### src/rtl/sdram_wr_pkg.sv
package sdram_wr_pkg;
  // {cs_n, ras_n, cas_n, we_n}
  typedef enum logic [3:0] {
    CMD_MRS = 4'b0000,
    CMD_REF = 4'b0001,
    CMD_PRE = 4'b0010,
    CMD_ACT = 4'b0011,
    CMD_WR  = 4'b0100,
    CMD_BST = 4'b0110,
    CMD_NOP = 4'b0111
  } sdram_cmd_e;

  typedef enum logic [3:0] {
    ST_INIT, ST_IREF, ST_MRS, ST_IDLE, ST_OPEN,
    ST_WRITE, ST_PRE, ST_REF, ST_ACT
  } wr_state_e;

  function automatic int unsigned max2(int unsigned a, int unsigned b);
    return (a > b) ? a : b;
  endfunction
endpackage

### src/rtl/sdram_wr_timer.sv
module sdram_wr_timer #(
  parameter int unsigned CNT_W   = 8,
  parameter int unsigned RST_VAL = 0
) (
  input  logic             clk_i,
  input  logic             rst_ni,
  input  logic             load_i,
  input  logic [CNT_W-1:0] val_i,
  output logic             zero_o
);
  logic [CNT_W-1:0] cnt_q;

  always_ff @(posedge clk_i or negedge rst_ni) begin
    if (!rst_ni)              cnt_q <= CNT_W'(RST_VAL);
    else if (load_i)          cnt_q <= val_i;
    else if (cnt_q != '0)     cnt_q <= cnt_q - 1'b1;
  end

  assign zero_o = (cnt_q == '0);
endmodule

### src/rtl/sdram_wr_rowctr.sv
module sdram_wr_rowctr #(
  parameter int unsigned ROWS  = 4096,
  parameter int unsigned ROW_W = $clog2(ROWS)
) (
  input  logic             clk_i,
  input  logic             rst_ni,
  input  logic             inc_i,
  output logic [ROW_W-1:0] row_o
);
  localparam logic [ROW_W-1:0] ROW_LAST = ROW_W'(ROWS - 1);

  always_ff @(posedge clk_i or negedge rst_ni) begin
    if (!rst_ni)     row_o <= '0;
    else if (inc_i)  row_o <= (row_o == ROW_LAST) ? '0 : row_o + 1'b1;
  end
endmodule

### src/rtl/sdram_wr_pins.sv
module sdram_wr_pins
  import sdram_wr_pkg::*;
#(
  parameter int unsigned BANK_W = 2,
  parameter int unsigned ADDR_W = 12,
  parameter int unsigned PIX_W  = 8,
  parameter int unsigned LAST_W = 24
) (
  input  logic              clk_i,
  input  logic              rst_ni,
  input  sdram_cmd_e        cmd_d,
  input  logic [BANK_W-1:0] ba_d,
  input  logic [ADDR_W-1:0] addr_d,
  input  logic [PIX_W-1:0]  dq_d,
  input  logic              oe_d,
  input  logic              last_we_i,
  input  logic [LAST_W-1:0] last_d,
  output logic              cs_n_o,
  output logic              ras_n_o,
  output logic              cas_n_o,
  output logic              we_n_o,
  output logic [BANK_W-1:0] ba_o,
  output logic [ADDR_W-1:0] addr_o,
  output logic [PIX_W-1:0]  dq_o,
  output logic              oe_o,
  output logic [LAST_W-1:0] last_o,
  output logic              last_valid_o
);
  logic [3:0] cmd_q;

  always_ff @(posedge clk_i or negedge rst_ni) begin
    if (!rst_ni) begin
      cmd_q        <= CMD_NOP;
      ba_o         <= '0;
      addr_o       <= '0;
      dq_o         <= '0;
      oe_o         <= 1'b0;
      last_valid_o <= 1'b0;
      last_o       <= '0;
    end else begin
      cmd_q        <= cmd_d;
      ba_o         <= ba_d;
      addr_o       <= addr_d;
      dq_o         <= dq_d;
      oe_o         <= oe_d;
      last_valid_o <= last_we_i;
      if (last_we_i) last_o <= last_d;
    end
  end

  assign {cs_n_o, ras_n_o, cas_n_o, we_n_o} = cmd_q;
endmodule

### src/rtl/sdram_line_writer.sv
module sdram_line_writer
  import sdram_wr_pkg::*;
#(
  parameter int unsigned PIX_W       = 8,
  parameter int unsigned LINE_LEN    = 1024,
  parameter int unsigned ROWS        = 4096,
  parameter int unsigned ADDR_W      = 12,
  parameter int unsigned BANK_W      = 2,
  parameter int unsigned BANK_SEL    = 0,
  parameter int unsigned REF_PER_GAP = 25,
  parameter int unsigned T_RFC       = 8,
  parameter int unsigned T_RP        = 2,
  parameter int unsigned T_RCD       = 2,
  parameter int unsigned T_MRD       = 2,
  parameter int unsigned CAS_LAT     = 2,
  parameter int unsigned INIT_WAIT   = 20000,
  localparam int unsigned ROW_W      = $clog2(ROWS),
  localparam int unsigned COL_W      = $clog2(LINE_LEN),
  localparam int unsigned LAST_W     = BANK_W + ROW_W + COL_W
) (
  input  logic              clk_i,
  input  logic              rst_ni,
  input  logic              start_i,
  input  logic              line_valid_i,
  input  logic [PIX_W-1:0]  pixel_i,
  output logic              sdram_cs_n_o,
  output logic              sdram_ras_n_o,
  output logic              sdram_cas_n_o,
  output logic              sdram_we_n_o,
  output logic [BANK_W-1:0] sdram_ba_o,
  output logic [ADDR_W-1:0] sdram_addr_o,
  output logic [PIX_W-1:0]  sdram_dq_o,
  output logic              sdram_dq_oe_o,
  output logic [LAST_W-1:0] last_addr_o,
  output logic              last_valid_o
);
  localparam int unsigned TMR_MAX = max2(max2(INIT_WAIT, T_RFC),
                                         max2(max2(T_RP, T_RCD), T_MRD));
  localparam int unsigned TMR_W   = $clog2(TMR_MAX + 1);
  localparam int unsigned PIX_CW  = COL_W + 1;
  localparam int unsigned REF_CW  = $clog2(max2(REF_PER_GAP, 2) + 1);
  localparam logic [ADDR_W-1:0] MODE_WORD = ADDR_W'((CAS_LAT << 4) | 7);
  localparam logic [ADDR_W-1:0] PRE_ALL   = ADDR_W'(1 << 10);
  localparam logic [BANK_W-1:0] BANK      = BANK_W'(BANK_SEL);

  wr_state_e         state_q, state_d;
  logic [PIX_CW-1:0] pix_cnt_q;
  logic [REF_CW-1:0] ref_cnt_q;
  logic [ROW_W-1:0]  row_q;
  logic              tmr_zero, tmr_load;
  logic [TMR_W-1:0]  tmr_val;
  logic              ref_clr, ref_inc, pix_first, pix_inc, line_done;

  sdram_cmd_e        cmd_d;
  logic [BANK_W-1:0] ba_d;
  logic [ADDR_W-1:0] addr_d;
  logic [PIX_W-1:0]  dq_d;
  logic              oe_d;

  sdram_wr_timer #(.CNT_W(TMR_W), .RST_VAL(INIT_WAIT - 1)) u_timer (
    .clk_i, .rst_ni, .load_i(tmr_load), .val_i(tmr_val), .zero_o(tmr_zero)
  );

  sdram_wr_rowctr #(.ROWS(ROWS), .ROW_W(ROW_W)) u_row (
    .clk_i, .rst_ni, .inc_i(line_done), .row_o(row_q)
  );

  sdram_wr_pins #(.BANK_W(BANK_W), .ADDR_W(ADDR_W), .PIX_W(PIX_W),
                  .LAST_W(LAST_W)) u_pins (
    .clk_i, .rst_ni,
    .cmd_d, .ba_d, .addr_d, .dq_d, .oe_d,
    .last_we_i(line_done),
    .last_d({BANK, row_q, COL_W'(LINE_LEN - 1)}),
    .cs_n_o(sdram_cs_n_o), .ras_n_o(sdram_ras_n_o),
    .cas_n_o(sdram_cas_n_o), .we_n_o(sdram_we_n_o),
    .ba_o(sdram_ba_o), .addr_o(sdram_addr_o),
    .dq_o(sdram_dq_o), .oe_o(sdram_dq_oe_o),
    .last_o(last_addr_o), .last_valid_o(last_valid_o)
  );

  always_comb begin
    state_d   = state_q;
    cmd_d     = CMD_NOP;
    ba_d      = '0;
    addr_d    = '0;
    dq_d      = '0;
    oe_d      = 1'b0;
    tmr_load  = 1'b0;
    tmr_val   = '0;
    ref_clr   = 1'b0;
    ref_inc   = 1'b0;
    pix_first = 1'b0;
    pix_inc   = 1'b0;
    line_done = 1'b0;
    unique case (state_q)
      ST_INIT: if (tmr_zero) begin
        cmd_d    = CMD_PRE;
        addr_d   = PRE_ALL;
        tmr_load = 1'b1;
        tmr_val  = TMR_W'(T_RP - 1);
        ref_clr  = 1'b1;
        state_d  = ST_IREF;
      end
      ST_IREF: if (tmr_zero) begin
        cmd_d    = CMD_REF;
        tmr_load = 1'b1;
        tmr_val  = TMR_W'(T_RFC - 1);
        ref_inc  = 1'b1;
        if (ref_cnt_q == REF_CW'(1)) state_d = ST_MRS;
      end
      ST_MRS: if (tmr_zero) begin
        cmd_d    = CMD_MRS;
        addr_d   = MODE_WORD;
        tmr_load = 1'b1;
        tmr_val  = TMR_W'(T_MRD - 1);
        state_d  = ST_IDLE;
      end
      ST_IDLE: if (tmr_zero && start_i) begin
        cmd_d    = CMD_ACT;
        ba_d     = BANK;
        addr_d   = ADDR_W'(row_q);
        tmr_load = 1'b1;
        tmr_val  = TMR_W'(T_RCD - 1);
        state_d  = ST_OPEN;
      end
      ST_OPEN: if (tmr_zero && line_valid_i) begin
        cmd_d     = CMD_WR;
        ba_d      = BANK;
        dq_d      = pixel_i;
        oe_d      = 1'b1;
        pix_first = 1'b1;
        state_d   = ST_WRITE;
      end
      ST_WRITE: begin
        if (pix_cnt_q == PIX_CW'(LINE_LEN)) begin
          cmd_d     = CMD_BST;
          line_done = 1'b1;
          state_d   = ST_PRE;
        end else if (line_valid_i) begin
          dq_d    = pixel_i;
          oe_d    = 1'b1;
          pix_inc = 1'b1;
        end
      end
      ST_PRE: begin
        cmd_d    = CMD_PRE;
        ba_d     = BANK;
        tmr_load = 1'b1;
        tmr_val  = TMR_W'(T_RP - 1);
        ref_clr  = 1'b1;
        state_d  = ST_REF;
      end
      ST_REF: if (tmr_zero) begin
        cmd_d    = CMD_REF;
        tmr_load = 1'b1;
        tmr_val  = TMR_W'(T_RFC - 1);
        ref_inc  = 1'b1;
        if (ref_cnt_q == REF_CW'(REF_PER_GAP - 1)) state_d = ST_ACT;
      end
      ST_ACT: if (tmr_zero) begin
        cmd_d    = CMD_ACT;
        ba_d     = BANK;
        addr_d   = ADDR_W'(row_q);
        tmr_load = 1'b1;
        tmr_val  = TMR_W'(T_RCD - 1);
        state_d  = ST_OPEN;
      end
      default: state_d = ST_INIT;
    endcase
  end

  always_ff @(posedge clk_i or negedge rst_ni) begin
    if (!rst_ni) begin
      state_q   <= ST_INIT;
      pix_cnt_q <= '0;
      ref_cnt_q <= '0;
    end else begin
      state_q <= state_d;
      if (pix_first)    pix_cnt_q <= PIX_CW'(1);
      else if (pix_inc) pix_cnt_q <= pix_cnt_q + 1'b1;
      if (ref_clr)      ref_cnt_q <= '0;
      else if (ref_inc) ref_cnt_q <= ref_cnt_q + 1'b1;
    end
  end
endmodule

### config.mk
export PLATFORM = sky130hd
export DESIGN_NAME = sdram_line_writer
export DESIGN_NICKNAME = d
export VERILOG_FILES = /design/src/rtl/sdram_wr_pkg.sv /design/src/rtl/sdram_wr_timer.sv /design/src/rtl/sdram_wr_rowctr.sv /design/src/rtl/sdram_wr_pins.sv /design/src/rtl/sdram_line_writer.sv
export SDC_FILE = /design/constraint.sdc
export NUM_CORES = 1
export LEC_CHECK = 0
export ABC_AREA = 1
export BUFFER_PORTS_ARGS = -buffer_cell sky130_fd_sc_hd__buf_2
export CAP_MARGIN = 20
export CELL_PAD_IN_SITES_DETAIL_PLACEMENT = 1
export CELL_PAD_IN_SITES_GLOBAL_PLACEMENT = 2
export CORE_ASPECT_RATIO = 0.75
export CORE_MARGIN = 1.5
export CORE_UTILIZATION = 34
export DETAILED_ROUTE_END_ITERATION = 8
export PLACE_DENSITY = 0.84
export SLEW_MARGIN = 20
export SYNTH_ARGS = -nofsm -noshare
export SYNTH_HDL_FRONTEND = slang
export SYNTH_SLANG_ARGS = --single-unit
### constraint.sdc
create_clock -name clk_i -period 2.29 [get_ports clk_i]
set_clock_uncertainty 0.05 [all_clocks]
set_input_delay 0.229 -clock clk_i [delete_from_list [all_inputs] [get_ports clk_i]]
set_output_delay 0.229 -clock clk_i [all_outputs]
set_load 0.02 [all_outputs]
# After elaboration in Yosys (flattened, before gate mapping)
# Cells that the tools add are included.
# totals
wordCells,101
output_inout_bits,52
latch_bits,0
mem_bits_rw,0
romBits,0
n_memories,0
inputBits,12
register_bits,94
# op_classes
n_eq_ne,22
div,0
n_addsub,4
bitwise_logic,0
shift,0
mul,0
reduce_logical,12
n_lt_le_gt_ge,0
muxes,52
# op_table
op,count
$pmux 12 s4,1
$mux 4,10
$mux 12,3
$pmux 4 s9,1
$mux 11,3
$mux 15,2
$mux 8,3
$pmux 3 s8,1
$ne 2x2->1 const B,10
$mux 3,6
$eq 4x3->1 const B,4
$pmux 8 s2,1
$logic_not 15->1,1
$reduce_bool 15->1,1
$sub 15x1->15 const B,1
$mux 1,13
$add 12x1->12 const B,1
$eq 12x12->1 const B,1
$pmux 3 s4,1
$add 11x1->11 const B,1
$eq 11x11->1 const B,1
$mux 5,2
$reduce_and 10->1,1
$eq 4x2->1 const B,2
other kinds (15),19

# Longest topological paths before layout
# depth
ltp_word,5
depth_mapped,12
depth_no_buf,11

# Cells and area by module
# From an unflattened synthesis, not the netlist that was laid out.
# hier_totals
hier_cells,659
area_unflattened_um2,5236.3
# by_module_without_submodules
module,area_per_inst_um2,cells_per_inst,seq_area_each_um2,instances
sdram_line_writer,1726.7,287,500.5,1
sdram_wr_pins,1679.1,130,1305.0,1
sdram_wr_timer,1108.6,154,386.6,1
sdram_wr_rowctr,721.9,88,300.3,1

# Least setup slack after synthesis
# Ideal clock, no wire load.
# synth_timing
kind,reg-to-reg
startpoint,register u_timer.cnt_q[0]
endpoint,register pix_cnt_q[6]
t_arrival_ns,1.599
stages_incl_launch_ff,13
path_buffers,1
setup_slack_ns,0.576
required_ns,2.176
setup_time_ns,0.064
synth_period_minus_slack_ns,1.714
path_cell_list,dfstp_2 inv_1 ha_1 nand2_2 nor2_4 nand2_4 inv_6 nand3_4 nand2_4 inv_4 buf_8 nand2_2 nand2_2
# synth_via
elab_chain_len,5
word_cells_on_any_way,6
classes_between,3 x mux; 3 x reduce/logical
# synth_lines
element,line,source
from (decl),sdram_wr_timer.sv:11,logic [CNT_W-1:0] cnt_q;
from (signal assigned),sdram_wr_timer.sv:14,if (!rst_ni) cnt_q <= CNT_W'(RST_VAL);
from (signal assigned),sdram_wr_timer.sv:15,else if (load_i) cnt_q <= val_i;
from (signal assigned),sdram_wr_timer.sv:16,else if (cnt_q != '0) cnt_q <= cnt_q - 1'b1;
$logic_not 15->1 (*),sdram_wr_timer.sv:19,assign zero_o = (cnt_q == '0);
$logic_and 1x1->1 (*),sdram_line_writer.sv:126,ST_OPEN: if (tmr_zero && line_valid_i) begin
$mux 1 (*),sdram_line_writer.sv:126,
$mux 1 (*),sdram_line_writer.sv:95,unique case (state_q)
$mux 11 / $reduce_bool 2->1 (equally long branches),n/a,
to (signal assigned),sdram_line_writer.sv:180,else if (pix_inc) pix_cnt_q <= pix_cnt_q + 1'b1;
to (decl),sdram_line_writer.sv:47,logic [PIX_CW-1:0] pix_cnt_q;
# Mark *: on every way between the ends. The rest lies on a longest branch, timed or not.
# A chain may end at the register's enable or synchronous reset.

# Worst setup path in the final report
# layout_timing
startpoint,register u_timer.cnt_q[0]
endpoint,register pix_cnt_q[9]
# The elaborated chain is that of the path after synthesis.

==> impl_results.md <==
* Worst hold-check path type: in2reg
* Min cycle time layout at 1990 ps
* Commonest cells post-synth: 117 x nand2_1, 73 x dfrtp_1, 70 x inv_1, 48 x nand3_1, 48 x nor2_1
* WL final at between 10 and 15 mm
* GPL Wtd Cong at 0.830
* Core Rows at 36
* Synth Flop Type: dfrtp_1
* Tightest Pin Transition at 758 ps
* Largest net degree at the start of global routing at 42
* Async set-reset flop share out of synthesis at 100%
* Worst Setup End Kind: flop
* CP max FO at 13
* Arr. time, crit path at 2210 ps
* Total GRT Usage at 17.0%
* Synth top area cells: dfrtp_1 41%, nand2_1 9.8%, dfstp_2 7.0%
* Yosys reg bits at 85
* Worst hold endpoint: u_pins.dq_o[6]
* RSZ-0062 raised after global routing: no
* Core area at 0.0129 mm^2
* Final slew viol count at 0
* Synth Cell Area at 0.00448 mm^2
* Drt via density at 4.71
* DR iter-0 viols at 115
* Clk pwr share at 27.1%
* CTS root buf: clkbuf_16
* First drt pass iteration count at 4
* Crit path kind: reg2reg
* Vias in the first global route at between 3k and 4k
* Final setup viols at 0
* Drt drc at 0
* Slew margin rel. at just under 50%
* Clk sinks at 85
* Fin crit share at roughly 87%
* Sw frac at 40.1%
* Pleak at 2.75 nW
* Worst path max stage delay at 560 ps
* First-pass GRT wire length at 18.6 mm
* Die H at between 100 and 150 um
* Slowest-stage cell, CP: dfstp_2
* N_diodes at 0
* HPWL Detailed at about 8.6 mm
* Clk Latency, worst-skew pair at 330 ps
* Routed Antenna Nets at 0
* Int Power at 3.56 mW
* Register area share after synthesis at between 40% and 50%
* Clock H-tree levels at 3
* Clock Path Buffers at 2
* Width of the die at 136 um
* Via Count at about 3.6k
* Post_cts resized at 0
* Pwr Density at about 1100 mW/mm^2
* Reg-to-reg slack, setup at 300 ps
* Synth Warn # at 0
* Syn Area/Cell at 8.30 um^2
* Combinational share of power at between 30% and 40%
* Worst R2R End: pix_cnt_q[9]
* Cells after Synth at 540
* Initial antenna violation count at 0
* Worst endpoint required time at 2510 ps
* GRT overflow at 0
* Number of buffers created by CTS at 9
* CP cell instances: inv_1 -> ha_1 -> nand2_2 -> nor2_4 -> nand2_4 -> inv_6 -> nand3_4 -> nand2_4 -> inv_4 -> nand2_1 -> nand2_1
* Reg-to-reg startpoint: u_timer.cnt_q[0]
* Hold WS at 62.6 ps
* Status: complete, no violations
* NumNets Final at slightly above 600
* Port-buffer cells at 58
* Hold_sp: pixel_i[6]
* Peak VDD IR at 411 uV
* Layout area overhead at 16.8%
* Yosys top cell by area: dfrtp_1
* Top-count cell post-synth: nand2_1
* Io pins at 64
* Sum Neg Setup Slack at 0 ps
* R2R cell count at 11
* Post-synth EDFFs at 0
* Synth cell types at 34
* Final hold violations at 0
* Hold Crit Depth at 3
* TritonCTS clock tree: built
* Fmax at 502 MHz
* CP startpoint kind: flop
* Sw power at about 2.4 mW
* Total Die Area at 0.0139 mm^2
* Number of max-cap violations at 0
* Post-synth top area share at 40.8%
* Starting Density at 34.7%
* Average wire per standard cell at 14.5 um
* Fill count at 1,564
* Flop pwr share at 35.1%
* Share of cells above drive strength 1 at about a fifth
* Reg clk slew, reported paths at 60 ps
==> registers in the layout, summed over array words and instances (netlist names) <==
| signal | count |
|---|---|
| u_pins.last_valid_o | 1 |
| u_timer.cnt_q | 15 |
| pix_cnt_q | 11 |
| ref_cnt_q | 5 |
| state_q | 4 |
| u_row.row_o | 12 |
| u_pins.oe_o | 1 |
| u_pins.addr_o | 12 |
| u_pins.last_o | 13 |
| u_pins.dq_o | 8 |
| u_pins.cmd_q | 3 |
==> area by class of cell <==
type,instances,area (um^2),share of cell area [%]
Clock buffer,10,239,4.57
Sequential cell,85,2140,40.9
Inverter,74,285,5.45
Multi-Input combinational cell,364,1920,36.6
Timing Repair Buffer,63,345,6.60
Tap cell,171,214,4.09
Clock inverter,6,93.8,1.79
==> kinds of logic (layout without fill, tap and decap cells) <==
logic type,count (synthesis),in the layout,synth area share [%]
buffers and inverters,95,153,9.77
and+or+nand+nor,283,283,30.1
other,1,5,0.0837
xor gates and xnor gates,26,26,5.08
adders and majority gates,8,8,2.23
DFF,85,85,47.8
AOI/OAI and AO/OA,42,42,4.94
==> worst max-delay path: cells and delay by family, from the launching register on <==
family                     cells  cell delay [ps]
adders and majority gates      1              250
buffers and inverters          3              340
DFF                            1              560
and+or+nand+nor                7              710
==> placed cells by master (no fill, tap or decap), types with 7 or more instances in the layout <==
cell type / n
nand2_1: 117
dfrtp_1: 73
inv_1: 70
buf_2: 57
nor2_1: 48
nand3_1: 48
o21ai_0: 31
nor3_1: 21
xor2_1: 20
dfstp_2: 12
nor2_2: 10
nand2_2: 9
nand4_1: 9
clkbuf_16: 9
ha_1: 8
and3_1: 7
==> stage by stage <==
stage	total power [mW]	instance area, um^2	utilization [%]	std cells	setup slack (ps)
floorplan	3.74	4500	-	544	576
global placement	4.28	4890	37.8	756	419
detailed placement	4.37	4890	37.8	756	312
CTS	6.02	5240	40.5	773	279
global route	6.40	5240	40.5	773	44.0
finish	5.95	5240	40.5	773	297
==> worst max path at each step <==
stage | to | cells past startpoint | slack [ps] | start
2_1_floorplan | pix_cnt_q[6] | 12 | 580 | u_timer.cnt_q[0]
3_3_place_gp | u_row.row_o[3] | 10 | 420 | pix_cnt_q[0]
3_5_place_dp | u_row.row_o[9] | 11 | 310 | pix_cnt_q[0]
4_1_cts | pix_cnt_q[9] | 11 | 280 | u_timer.cnt_q[0]
5_1_grt | u_row.row_o[3] | 10 | 40 | pix_cnt_q[0]
6_report | pix_cnt_q[9] | 11 | 300 | u_timer.cnt_q[0]
==> power by group through the flow <==
stage               Sequential (mW)  Combinational [mW]  Clock (mW)
global placement               2.10                2.18           0
CTS                            2.09                2.27        1.66
finish                         2.09                2.25        1.61
floorplan                      2.11                1.63           0
global route                   2.12                2.56        1.72
detailed placement             2.11                2.25           0
==> routing by layer <==
| layer | wire [um] | up-vias | share of wire, % | global-route usage [%] |
|---|---|---|---|---|
| met5 | 0 | - | 0 | 0 |
| met4 | 79 | 0 | 0.71 | 3.31 |
| met3 | 325 | 12 | 2.9 | 3.22 |
| met2 | 5200 | 52 | 46 | 28.1 |
| met1 | 5580 | 1770 | 50 | 23.5 |
| li1 | - | 1805 | - | - |
==> repair_timing <==
item	in CTS	in global routing
setup endpoints to repair	0	0
buffers inserted	0	0
hold buffers	1	0
endpoints found under the hold margin	14	0
Note: power is estimated with default switching activity, not from simulation.
